--- config.mk ---
export PLATFORM = sky130hd
export DESIGN_NAME = fsg_strobe_gen
export DESIGN_NICKNAME = d
export VERILOG_FILES = /design/src/rtl/fsg_pkg.sv /design/src/rtl/fsg_frame_counter.sv /design/src/rtl/fsg_pin_out.sv /design/src/rtl/fsg_strobe_gen.sv
export SDC_FILE = /design/constraint.sdc
export NUM_CORES = 1
export LEC_CHECK = 0
export ABC_AREA = 0
export BUFFER_PORTS_ARGS = -buffer_cell sky130_fd_sc_hd__buf_2
export CAP_MARGIN = 20
export CELL_PAD_IN_SITES_DETAIL_PLACEMENT = 1
export CELL_PAD_IN_SITES_GLOBAL_PLACEMENT = 1
export CORE_UTILIZATION = 48
export CTS_BUF_LIST = sky130_fd_sc_hd__clkbuf_8
export CTS_CLUSTER_SIZE = 40
export DETAILED_ROUTE_END_ITERATION = 10
export PLACE_DENSITY = 0.88
export SLEW_MARGIN = 0
export SYNTH_ARGS = -nofsm -noshare
export SYNTH_HDL_FRONTEND = slang
export SYNTH_SLANG_ARGS = --single-unit
--- constraint.sdc ---
create_clock -name clk -period 2.29 [get_ports clk]
set_input_delay 0.458 -clock clk [delete_from_list [all_inputs] [get_ports clk]]
set_output_delay 0.458 -clock clk [all_outputs]
set_load 0.02 [all_outputs]
--- src/rtl/fsg_pkg.sv ---
package fsg_pkg;

  // DS3 frame geometry: 7 subframes, each of 8 blocks of 85 bits
  localparam int unsigned DS3_BLK_LEN      = 85;
  localparam int unsigned DS3_BLKS_PER_SUB = 8;
  localparam int unsigned DS3_SUBS         = 7;
  localparam int unsigned DS3_FRAME_LEN    = DS3_BLK_LEN * DS3_BLKS_PER_SUB * DS3_SUBS;

  // E3 frame geometry: overhead bits first, then payload
  localparam int unsigned E3_FRAME_LEN = 1536;
  localparam int unsigned E3_OH_BITS   = 12;

  // lead of the transmit strobes over the serial data, in clocks
  localparam int unsigned TX_LEAD = 3;

  typedef enum logic {
    MODE_DS3 = 1'b0,
    MODE_E3  = 1'b1
  } frame_mode_e;

  // per-position decode shared by the counters and the pin stages
  typedef struct packed {
    logic sof;  // position is bit 0 of the frame
    logic pay;  // position carries payload
  } pos_flags_t;

endpackage

--- src/rtl/fsg_frame_counter.sv ---
module fsg_frame_counter
  import fsg_pkg::*;
#(
  parameter int unsigned START    = 0,
  parameter int unsigned BLK_LEN  = DS3_BLK_LEN,
  parameter int unsigned FRAME_A  = DS3_FRAME_LEN,
  parameter int unsigned FRAME_B  = E3_FRAME_LEN,
  parameter int unsigned OH_B     = E3_OH_BITS
) (
  input  logic       clk,
  input  logic       restart,
  input  logic       mode_e3,
  output pos_flags_t flags
);

  localparam int unsigned MAX_LEN = (FRAME_A > FRAME_B) ? FRAME_A : FRAME_B;
  localparam int unsigned POS_W   = $clog2(MAX_LEN);
  localparam int unsigned BLK_W   = $clog2(BLK_LEN);

  localparam logic [POS_W-1:0] LAST_A    = POS_W'(FRAME_A - 1);
  localparam logic [POS_W-1:0] LAST_B    = POS_W'(FRAME_B - 1);
  localparam logic [POS_W-1:0] OH_LIMIT  = POS_W'(OH_B);
  localparam logic [POS_W-1:0] START_POS = POS_W'(START);
  localparam logic [BLK_W-1:0] START_BLK = BLK_W'(START % BLK_LEN);
  localparam logic [BLK_W-1:0] LAST_BLK  = BLK_W'(BLK_LEN - 1);

  logic [POS_W-1:0] pos_q, pos_d;
  logic [BLK_W-1:0] blk_q, blk_d;
  logic             frame_wrap;
  logic             blk_wrap;

  always_comb begin
    frame_wrap = (mode_e3 == MODE_E3) ? (pos_q == LAST_B) : (pos_q == LAST_A);
    blk_wrap   = frame_wrap || (blk_q == LAST_BLK);
  end

  always_comb begin
    if (restart) begin
      pos_d = START_POS;
      blk_d = START_BLK;
    end else begin
      pos_d = frame_wrap ? '0 : pos_q + 1'b1;
      blk_d = blk_wrap   ? '0 : blk_q + 1'b1;
    end
  end

  always_ff @(posedge clk) begin
    pos_q <= pos_d;
    blk_q <= blk_d;
  end

  // DS3 overhead is the first bit of every block; E3 overhead leads the frame
  always_comb begin
    flags.sof = (pos_q == '0);
    flags.pay = (mode_e3 == MODE_E3) ? (pos_q >= OH_LIMIT) : (blk_q != '0);
  end

endmodule

--- src/rtl/fsg_pin_out.sv ---
module fsg_pin_out
  import fsg_pkg::*;
#(
  parameter bit FALL_EDGE = 1'b0
) (
  input  logic       clk,
  input  logic       restart,
  input  logic       sel_pay,
  input  logic       inv,
  input  pos_flags_t flags,
  output logic       pin
);

  logic pin_d;
  logic pin_q;

  // restart parks the pin at its inactive level
  always_comb begin
    if (restart) pin_d = inv;
    else         pin_d = (sel_pay ? flags.pay : flags.sof) ^ inv;
  end

  always_ff @(posedge clk) begin
    pin_q <= pin_d;
  end

  generate
    if (FALL_EDGE) begin : g_fall
      logic pin_n;
      always_ff @(negedge clk) begin
        pin_n <= pin_q;
      end
      assign pin = pin_n;
    end else begin : g_rise
      assign pin = pin_q;
    end
  endgenerate

endmodule

--- src/rtl/fsg_strobe_gen.sv ---
module fsg_strobe_gen
  import fsg_pkg::*;
#(
  parameter int unsigned TX_LEAD_CLKS = TX_LEAD,
  parameter int unsigned BLK_LEN      = DS3_BLK_LEN,
  parameter int unsigned SUB_BLKS     = DS3_BLKS_PER_SUB,
  parameter int unsigned SUBS         = DS3_SUBS,
  parameter int unsigned E3_LEN       = E3_FRAME_LEN,
  parameter int unsigned E3_OH        = E3_OH_BITS,
  parameter bit          OUT_ON_FALL  = 1'b0
) (
  input  logic clk,
  input  logic rst,
  input  logic mode_e3,
  input  logic tx_pin_den_sel,
  input  logic tx_pin_inv,
  input  logic rx_pin_den_sel,
  input  logic rx_pin_inv,
  output logic tx_strobe,
  output logic rx_strobe,
  output logic rx_gclk_en
);

  localparam int unsigned DS3_LEN   = BLK_LEN * SUB_BLKS * SUBS;
  localparam int unsigned NUM_LANES = 2;
  localparam int unsigned LANE_RX   = 0;
  localparam int unsigned LANE_TX   = 1;

  logic       mode_q;
  logic       restart;
  pos_flags_t lane_flags [NUM_LANES];

  always_ff @(posedge clk) begin
    mode_q <= mode_e3;
  end

  // a mode change is treated like a one-cycle reset
  always_comb restart = rst || (mode_e3 != mode_q);

  // receive lane counts the data position, transmit lane runs ahead by the lead
  generate
    for (genvar g = 0; g < NUM_LANES; g++) begin : g_lane
      fsg_frame_counter #(
        .START   ((g == LANE_TX) ? TX_LEAD_CLKS : 0),
        .BLK_LEN (BLK_LEN),
        .FRAME_A (DS3_LEN),
        .FRAME_B (E3_LEN),
        .OH_B    (E3_OH)
      ) u_cnt (
        .clk     (clk),
        .restart (restart),
        .mode_e3 (mode_e3),
        .flags   (lane_flags[g])
      );
    end
  endgenerate

  fsg_pin_out #(.FALL_EDGE(OUT_ON_FALL)) u_tx_pin (
    .clk     (clk),
    .restart (restart),
    .sel_pay (tx_pin_den_sel),
    .inv     (tx_pin_inv),
    .flags   (lane_flags[LANE_TX]),
    .pin     (tx_strobe)
  );

  fsg_pin_out #(.FALL_EDGE(OUT_ON_FALL)) u_rx_pin (
    .clk     (clk),
    .restart (restart),
    .sel_pay (rx_pin_den_sel),
    .inv     (rx_pin_inv),
    .flags   (lane_flags[LANE_RX]),
    .pin     (rx_strobe)
  );

  // clock-enable: payload flag, fixed function and polarity
  fsg_pin_out #(.FALL_EDGE(OUT_ON_FALL)) u_gclk_en (
    .clk     (clk),
    .restart (restart),
    .sel_pay (1'b1),
    .inv     (1'b0),
    .flags   (lane_flags[LANE_RX]),
    .pin     (rx_gclk_en)
  );

endmodule

==> flow_summary.ini, run 1 <==
[floorplanning]
io-pin-count = 10
floorplan.initialDensity_pct = 50.69
rows = 23
die-area_sq_um = 4551
die_width_um = 67.46
die_y_um = 67.46
core_area_sq_um = 4058

[critical_path]
critPathMaxStageDelay_ns = 0.56
arrival_ns = 2.16
r2r_slack_ns = 0.30
endpoint_kind = flip-flop
worstPathRequired_ns = 2.46
critical_path.max_fanout = 12
cp_cell_sequence = or4_4, nor4_1, o21ai_1, nand2_1, nor2_1
cp-start-kind = flip-flop
path_class = flip-flop to flip-flop
cpMaxStageDelayCell = or4_4

[logic_synthesis]
synth_edf_count = 0
synth_ff_type = dfxtp_1
synth_top_area_share_pct = 42.82
synth.cell_area_sq_um = 2057
syn_nets = 250
synth-seq-cells = 44
synth_cells = 235
synth-async-reset-ratio_pct = 0
avgSynthCellArea_sq_um = 8.753
yosysWarnings = 0
synth_area_leaders = dfxtp_1, xor2_1, nor2_1
synth.distinct_cells = 32
synth.most_common_cell = dfxtp_1
synthTopCellsByCount = dfxtp_1, nor2_1, nand2_1, xor2_1, nand3_1
yosys.area.top_type = dfxtp_1
ys_seq_area_share_pct = 42.82

[global_routing]
grt_pass1_vias = 1627
grtUsageTotal_pct = 22.31
grt_pass1_wl_um = 7562
grt_max_degree = 14
grt-ovfl-total = 0
antenna_found_initial = 0

[sta]
setup_viol = 0
slew_headroom_pct = 69.68
worst_pin_slew_ns = 0.4513
drv_slew = 0
fmax_mhz = 503.5
hold_viol = 0
hold_slack_ns = 0.3492
setup-tns-final_ns = 0
grt_setup_unrepaired = no
period_share_pct = 86.73
fin_crit_ns = 1.986
finClkSkew_ns = 0.005556

[run_status]
status = completed

[clock_network]
clock_path_buffers = 2
cts.sinks = 44
root_buffer = clkbuf_8
cts_buffers = 5
cts_setup_buffers = 0
clk_latency_ns = 0.29
cts_resized = 0
cts_htree_levels = 2
clk_pin_slew_worst_paths_ns = 0.08
postCtsHoldBufs = 0
cts_tree = built

[layout]
fin_nets = 264
finalInstanceArea_sq_um = 2251
areaGrowthSynthToFinish_pct = 9.428
drive_gt1_share_pct = 10.00
diodes = 0

[drt]
drc = 0
post_drt_wl_per_cell_um = 15.05
drt-initial-drc-count = 78
vias = 1654
routed_via_density = 5.513
firstDrtPassIters = 4
wl_um = 4515
drtAntennaViolNets = 0

[pwr]
p_per_area_nw_per_um2 = 637.6
vdd_ir_drop_max_mv = 0.2038
leakage_nw = 0.8857

[place]
gp_congestion = 0.7779
dp_hpwl_um = 3182
placed_area_sq_um = 2157
io_buffers = 9

[run]
cap_violations = 0

[worst_hold_path]
hold_class = input port to flip-flop
[layout by cell type, fill, tap and decap left out, types with 2 or more instances in the layout]
cell type	netlist	routed
nor4_1	5	5
a21boi_0	2	2
clkbuf_8	0	6
inv_1	11	12
and3_1	8	8
nor3_1	7	7
nand4_1	10	10
nor3b_1	7	7
xnor2_1	13	13
dfxtp_1	44	44
xor2_1	22	22
nand3_1	18	18
ha_1	8	8
buf_4	1	3
buf_2	0	9
nor2_1	37	37
or4_4	2	2
nand2_1	22	22
[where the power goes]
part / switching, mW / total, mW / internal (mW)
Sequential: 0.0227 / 0.810 / 0.788
Combinational: 0.0724 / 0.124 / 0.0512
Clock: 0.260 / 0.501 / 0.241
[final timing paths]
| path | from | endpoint | depth (start not counted) |
|---|---|---|---|
| worst max-delay path | g_lane[1].u_cnt.pos_q[5] | g_lane[1].u_cnt.pos_q[11] | 5 |
| worst min-delay path | rx_pin_inv | u_rx_pin.pin | 2 |
| worst max register to register | g_lane[1].u_cnt.pos_q[5] | g_lane[1].u_cnt.pos_q[11] | 5 |
| worst min register to register | g_lane[0].u_cnt.pos_q[0] | g_lane[0].u_cnt.pos_q[0] | 1 |
[worst max-delay path, delay by kind of cell, from the launching register on]
kind | cells | cell delay [ns]
simple gates | 4 | 1.30
flops | 1 | 0.36
compound gates | 1 | 0.20
[kinds of logic (layout without fill, tap and decap cells)]
family          Yosys count  count (layout)  synth area share, %
simple gates            123             123                30.23
flops                    44              44                42.82
xor+xnor                 35              35                14.90
buf+inv                  16              31                3.467
compound gates            9               9                3.710
fa+ha+maj                 8               8                4.866
[metrics by stage]
stage	total power, mW	util [%]	setup WS, ns	cells
3_3_place_gp	0.9461	53.16	0.4242	292
2_1_floorplan	0.9113	-	0.4748	235
3_5_place_dp	0.9515	53.16	0.3414	292
5_1_grt	1.499	55.47	0.1789	300
6_report	1.435	55.47	0.3038	300
4_1_cts	1.454	55.47	0.2901	300
[final cells by class]
class	count	area, sq um
clock buffer	6	82.58
clock inverter	2	11.26
fill	501	1807
inverter	11	41.29
multi-input combinational	175	1105
sequential	44	880.8
tap	50	62.56
timing repair buffer	12	67.56
[state kept, by name, summed over array words and instances, names as in the netlist]
signal and cells:
g_lane.u_cnt.pos_q 26, mode_q 1, u_gclk_en.pin 1, g_lane.u_cnt.blk_q 14, u_tx_pin.pin 1, u_rx_pin.pin 1
[routing by layer]
| metal | global-route usage, % | wire length (um) | vias to the layer above |
|---|---|---|---|
| li1 | - | - | 824 |
| met1 | 27.47 | 2155 | 799 |
| met2 | 36.88 | 2181 | 23 |
| met3 | 4.899 | 100 | 8 |
| met4 | 9.840 | 76 | 0 |
| met5 | 0 | 0 | - |
Power figures use the tool's default switching activity.
==> run 2, diff against run 1 <==
ABC_AREA = 1   (was 0)
CORE_UTILIZATION = 46   (was 48)
==> run 2 against run 1 <==
Net effect: worst hold slack improved by 0.021 ns; clock power grew 2%; flip-flop and latch count unchanged; critical path depth grew 1; setup slack better by 0.28 ns; synthesized cell count increased by 47%; die area grew 19%; first-iteration DRC count grew 26%; non-clock buffer count decreased by 3.
==> flow_summary.ini, run 2 <==
[logic_synthesis]
synth-async-reset-ratio_pct = 0
yosys.area.top_type = dfxtp_1
synth-seq-cells = 44
synth_ff_type = dfxtp_1
synth_area_leaders = dfxtp_1, nand2_1, nor2_1
avgSynthCellArea_sq_um = 6.862
synth_cells = 345
yosysWarnings = 0
ys_seq_area_share_pct = 37.21
synth.most_common_cell = nand2_1
synth.cell_area_sq_um = 2367
synth.distinct_cells = 28
synth_edf_count = 0
synthTopCellsByCount = nand2_1, nor2_1, dfxtp_1
synth_top_area_share_pct = 37.21
syn_nets = 360

[sta]
hold_viol = 0
period_share_pct = 74.61
setup_viol = 0
drv_slew = 0
fin_crit_ns = 1.709
slew_headroom_pct = 70.62
finClkSkew_ns = 0.005925
worst_pin_slew_ns = 0.4397
setup-tns-final_ns = 0
grt_setup_unrepaired = no
fmax_mhz = 585.3

[global_routing]
antenna_found_initial = 0
grt-ovfl-total = 0
grt_max_degree = 17
grt_pass1_vias = 2210
grtUsageTotal_pct = 23.00
grt_pass1_wl_um = 9673

[critical_path]
endpoint_kind = flip-flop
cp_cell_sequence = ha_1, nand2_2, nor3_1, nand3_1, nand2_1, nor2_1
crit_path_start = g_lane[1].u_cnt.pos_q[1]
timing.rr.start = g_lane[1].u_cnt.pos_q[1]
critical_path.max_fanout = 11
cp.depth = 6
r2r-end = g_lane[1].u_cnt.pos_q[5]
worstPathRequired_ns = 2.46
r2r_slack_ns = 0.58
path_class = flip-flop to flip-flop
worstRegToRegCells = 6
critPathBufInv = 0
cpMaxStageDelayCell = nand2_1
critPathCapture = g_lane[1].u_cnt.pos_q[5]
cp-start-kind = flip-flop
critPathMaxStageDelay_ns = 0.37
arrival_ns = 1.88
crit_family = simple AND/OR/NAND/NOR gates

[pwr]
p_seq_share_pct = 55.3
leakage_nw = 1.069
clkPwrFrac_pct = 35.0
p_sw_uw = 381.6
switching_share_pct = 26.13
combPwrFrac_pct = 9.8
vdd_ir_drop_max_mv = 0.3725
internal_power_mw = 1.079
p_per_area_nw_per_um2 = 576.0

[worst_hold_path]
whs_path_depth = 3
hold_class = input port to flip-flop

[clock_network]
postCtsHoldBufs = 0
clk_latency_ns = 0.30
root_buffer = clkbuf_8
cts_buffers = 5
cts_tree = built
cts.sinks = 44
cts_setup_buffers = 0
cts_htree_levels = 2
cts_resized = 0
clk_pin_slew_worst_paths_ns = 0.08
clock_path_buffers = 2

[drt]
vias = 2116
drt-initial-drc-count = 98
drc = 0
post_drt_wl_per_cell_um = 13.33
drtAntennaViolNets = 0
wl_um = 5625
routed_via_density = 5.014
firstDrtPassIters = 4

[layout]
areaGrowthSynthToFinish_pct = 7.135
drive_gt1_share_pct = 7.887
diodes = 0
finalInstanceArea_sq_um = 2536
largest_reg_flops = 26
final_common_cell = nand2_1
largest_registers = g_lane.u_cnt.pos_q x26, g_lane.u_cnt.blk_q x14
layout_common_cells = nand2_1, nor2_1, dfxtp_1, inv_1, nand3_1
fin_nets = 369
regMostFlops = g_lane.u_cnt.pos_q

[floorplanning]
die_width_um = 73.74
core_area_sq_um = 4848
die-area_sq_um = 5437
floorplan.initialDensity_pct = 48.83
die_y_um = 73.74
rows = 25
io-pin-count = 10

[place]
io_buffers = 9
placed_area_sq_um = 2444
gp_congestion = 0.8331
dp_hpwl_um = 4250

[run_status]
status = completed

[run]
cap_violations = 0
## run 2: cell count changes in the layout (fill, tap and decap cells not counted), sizes merged, moves of 5 or more
cell | previous run | this run
o21ai | 2 | 9
xor2 | 22 | 17
nor4 | 6 | 0
and3 | 9 | 0
a21oi | 1 | 8
nor3b | 7 | 1
nand2 | 22 | 76
nand4 | 10 | 5
nand3 | 18 | 32
inv | 12 | 45
nor2 | 37 | 70
## run 2: power by group through the flow
stage | registers, mW | logic [mW] | clock network, mW
4_1_cts | 0.807 | 0.145 | 0.528
6_report | 0.807 | 0.143 | 0.511
3_5_place_dp | 0.825 | 0.143 | 0
5_1_grt | 0.811 | 0.163 | 0.558
2_1_floorplan | 0.821 | 0.109 | 0
3_3_place_gp | 0.823 | 0.134 | 0
## run 2: cells by family after synthesis
group / count (synthesis) / share of synthesized area (%)
buf+inv: 52 / 9.355
xor+xnor: 26 / 9.620
flops: 44 / 37.21
fa+ha+maj: 8 / 4.228
simple gates: 197 / 35.52
compound gates: 18 / 4.070
## run 2: tightest hold or removal path, stage by stage
cell and delay, ns:
buf_2 0.09, nand2_1 0.05, nand2_1 0.04
## run 2: layout make-up
type                       instances  area (sq um)
clock buffer                       6         82.58
clock inverter                     2         10.01
fill                             654          2312
inverter                          45         168.9
multi-input combinational        249          1265
sequential                        44         880.8
tap                               67         83.83
timing repair buffer               9         45.04
## run 2: metal layers
| metal | GRT usage [%] | wire [um] | share of wire [%] | vias to the layer above |
|---|---|---|---|---|
| met5 | 0 | 0 | 0 | - |
| met4 | 8.974 | 103 | 1.8 | 0 |
| met3 | 5.487 | 126 | 2.2 | 13 |
| met2 | 40.88 | 2869 | 51 | 23 |
| met1 | 26.40 | 2526 | 45 | 997 |
| li1 | - | - | - | 1083 |
## run 2: stage by stage
| step | util (%) | std cells | setup WS, ns | power (mW) | hold slack, ns |
|---|---|---|---|---|---|
| 2_1_floorplan | - | 345 | 0.9658 | 0.9307 | 0.4297 |
| 3_3_place_gp | 50.40 | 414 | 0.5536 | 0.9563 | 0.4417 |
| 3_5_place_dp | 50.40 | 414 | 0.4910 | 0.9682 | 0.4569 |
| 4_1_cts | 52.31 | 422 | 0.5683 | 1.480 | 0.3672 |
| 5_1_grt | 52.31 | 422 | 0.4678 | 1.532 | 0.3837 |
| 6_report | 52.31 | 422 | 0.5813 | 1.461 | 0.3704 |
## run 2: how the worst min path moves through the flow
stage	from	to	slack, ns
after floorplan	g_lane[0].u_cnt.blk_q[0]	g_lane[0].u_cnt.blk_q[0]	0.43
after global placement	g_lane[0].u_cnt.blk_q[0]	g_lane[0].u_cnt.blk_q[0]	0.44
after detailed placement	g_lane[0].u_cnt.pos_q[0]	g_lane[0].u_cnt.pos_q[0]	0.46
after CTS	tx_pin_inv	u_tx_pin.pin	0.37
after global routing	tx_pin_inv	u_tx_pin.pin	0.38
final	tx_pin_inv	u_tx_pin.pin	0.37
==> run 3, diff against run 2 <==
ABC_AREA = 0   (was 1)
CORE_UTILIZATION = 48   (was 46)
clock period = 1.7 ns   (was 2.29 ns; I/O delays follow)
==> run 3 against run 2 <==
Net effect: the run now ends with negative setup slack left; critical path type unchanged; total power grew 51%; maximum frequency decreased by 3.6%; critical endpoint is now u_tx_pin.pin; worst hold slack got worse by 0.15 ns; routed wire length is 18% higher; flip-flop and latch count unchanged.
==> flow_summary.ini, run 3 (same netlist as run 1, synthesis figures left out) <==
[drt]
drc = 0
routed_via_density = 5.947
vias = 1921
firstDrtPassIters = 4
drtAntennaViolNets = 0
post_drt_wl_per_cell_um = 20.61
drt-initial-drc-count = 96
wl_um = 6657

[layout]
stdcell_count = 323
finalInstanceArea_sq_um = 2572
final_util_pct = 63.40
largest_registers = g_lane.u_cnt.pos_q x26, g_lane.u_cnt.blk_q x14
largest_reg_flops = 26
fin_nets = 287
diodes = 0
final_common_cell = dfxtp_1
drive_gt1_share_pct = 24.18
areaGrowthSynthToFinish_pct = 25.06
layout_common_cells = dfxtp_1, nor2_1, xor2_1, nand2_1, buf_4
regMostFlops = g_lane.u_cnt.pos_q
fill_cells = 482
multiInputGateArea_sq_um = 1194
seq_area_sq_um = 885.9

[sta]
period_share_pct = 104.3
drv_slew = 0
fin_crit_ns = 1.773
finClkSkew_ns = 0.01047
hold_viol = 0
worst_pin_slew_ns = 0.4860
fin_ws_ns = -0.07333
fmax_mhz = 563.9
setup_viol = 11
grt_setup_unrepaired = yes
slew_headroom_pct = 67.35

[clock_network]
postCtsHoldBufs = 0
cts.sinks = 44
clk_latency_ns = 0.30
clk_pin_slew_worst_paths_ns = 0.08
clock_path_buffers = 2
cts_htree_levels = 2
cts_buffers = 5
root_buffer = clkbuf_8
cts_tree = built

[critical_path]
critPathCapture = u_tx_pin.pin
arrival_ns = 2.00
r2r-end = u_tx_pin.pin
worstRegToRegCells = 5
timing.rr.start = g_lane[1].u_cnt.pos_q[9]
r2r_slack_ns = -0.07
worstPathRequired_ns = 1.93
cp-start-kind = flip-flop
critical_path.max_fanout = 2
path_class = flip-flop to flip-flop
crit_path_start = g_lane[1].u_cnt.pos_q[9]
endpoint_kind = flip-flop

[place]
dpl_worst_slack_ns = -0.09918
dp_hpwl_um = 3798
placed_area_sq_um = 2292
io_buffers = 9
place_inst = 310
gp_congestion = 0.8849

[floorplanning]
core_area_sq_um = 4058
die_y_um = 67.46
io-pin-count = 10
die-area_sq_um = 4551
die_width_um = 67.46
rows = 23
floorplan.initialDensity_pct = 50.69

[pwr]
vdd_ir_drop_max_mv = 0.6568
p_sw_uw = 531.6
clkPwrFrac_pct = 40.1
switching_share_pct = 24.09
leakage_nw = 1.043
p_seq_share_pct = 49.4
internal_power_mw = 1.676
combPwrFrac_pct = 10.5
p_per_area_nw_per_um2 = 858.0

[global_routing]
grt_pass1_wl_um = 9149
grt_max_degree = 14
antenna_found_initial = 0
grt-ovfl-total = 0
grt_pass1_vias = 1944
grtUsageTotal_pct = 27.42

[worst_hold_path]
hold_class = input port to flip-flop

[run]
cap_violations = 0

[run_status]
violations = negative setup slack
status = finished, violations left
## run 3: changes by cell type in the layout (fill, tap and decap cells not counted), sizes merged, moves of 4 or more
cell / delta
nand4: +5
nor3b: +6
nor2: -33
nand2: -54
xnor2: +4
nand3: -14
buf: +26
nor4: +6
a21oi: -7
inv: -34
and3: +9
o21ai: -7
xor2: +5
## run 3: power by group through the flow
stage,clock network (mW),registers (mW),logic (mW)
2_1_floorplan,0,1.12,0.112
6_report,0.886,1.09,0.231
3_3_place_gp,0,1.11,0.184
3_5_place_dp,0,1.11,0.195
4_1_cts,0.881,1.09,0.201
5_1_grt,0.941,1.09,0.248
## run 3: worst min-delay path by stage
| stage | start | endpoint | cells after the start |
|---|---|---|---|
| 4_1_cts | rx_pin_inv | u_rx_pin.pin | 2 |
| 3_5_place_dp | g_lane[0].u_cnt.blk_q[0] | g_lane[0].u_cnt.blk_q[0] | 1 |
| 2_1_floorplan | mode_e3 | mode_q | 0 |
| 5_1_grt | rx_pin_inv | u_rx_pin.pin | 2 |
| 6_report | rx_pin_inv | u_rx_pin.pin | 2 |
| 3_3_place_gp | g_lane[0].u_cnt.pos_q[0] | g_lane[0].u_cnt.pos_q[0] | 1 |
## run 3: stage by stage
stage	total power [mW]	hold WS, ns	setup TNS (ns)
floorplan	1.228	0.3677	0
global placement	1.292	0.4664	-0.004795
detailed placement	1.305	0.4825	-1.694
CTS	2.169	0.2236	-0.01039
global route	2.283	0.2181	-1.124
finish	2.207	0.2227	-0.1739
## run 3: final cells by class
type / instances / share of cell area [%]
sequential: 44 / 34.44
inverter: 11 / 1.605
clock buffer: 7 / 3.745
clock inverter: 1 / 1.167
multi-input combinational: 175 / 46.40
tap: 50 / 2.432
timing repair buffer: 35 / 10.21
## run 3: repair_timing
| item | CTS | global route |
|---|---|---|
| setup endpoints to repair | 30 | 36 |
| pin swaps | 5 | 4 |
| buffers inserted | 1 | 3 |
| resized for setup | 5 | 23 |
| gates cloned | 0 | 1 |
## run 3: worst max-delay path, cell delays in order (launching register included)
cell and delay, ns:
dfxtp_2 0.32, or2_1 0.24, or4_4 0.44, o311a_1 0.35, a31oi_2 0.21, xnor2_2 0.14
## run 3: layer usage
layer | global-route usage, % | up-vias | part of all wire [%]
met5 | 0 | - | 0
met4 | 10.64 | 0 | 4.1
met3 | 4.561 | 29 | 3.3
met2 | 50.37 | 52 | 51
met1 | 31.01 | 964 | 41
li1 | - | 876 | -
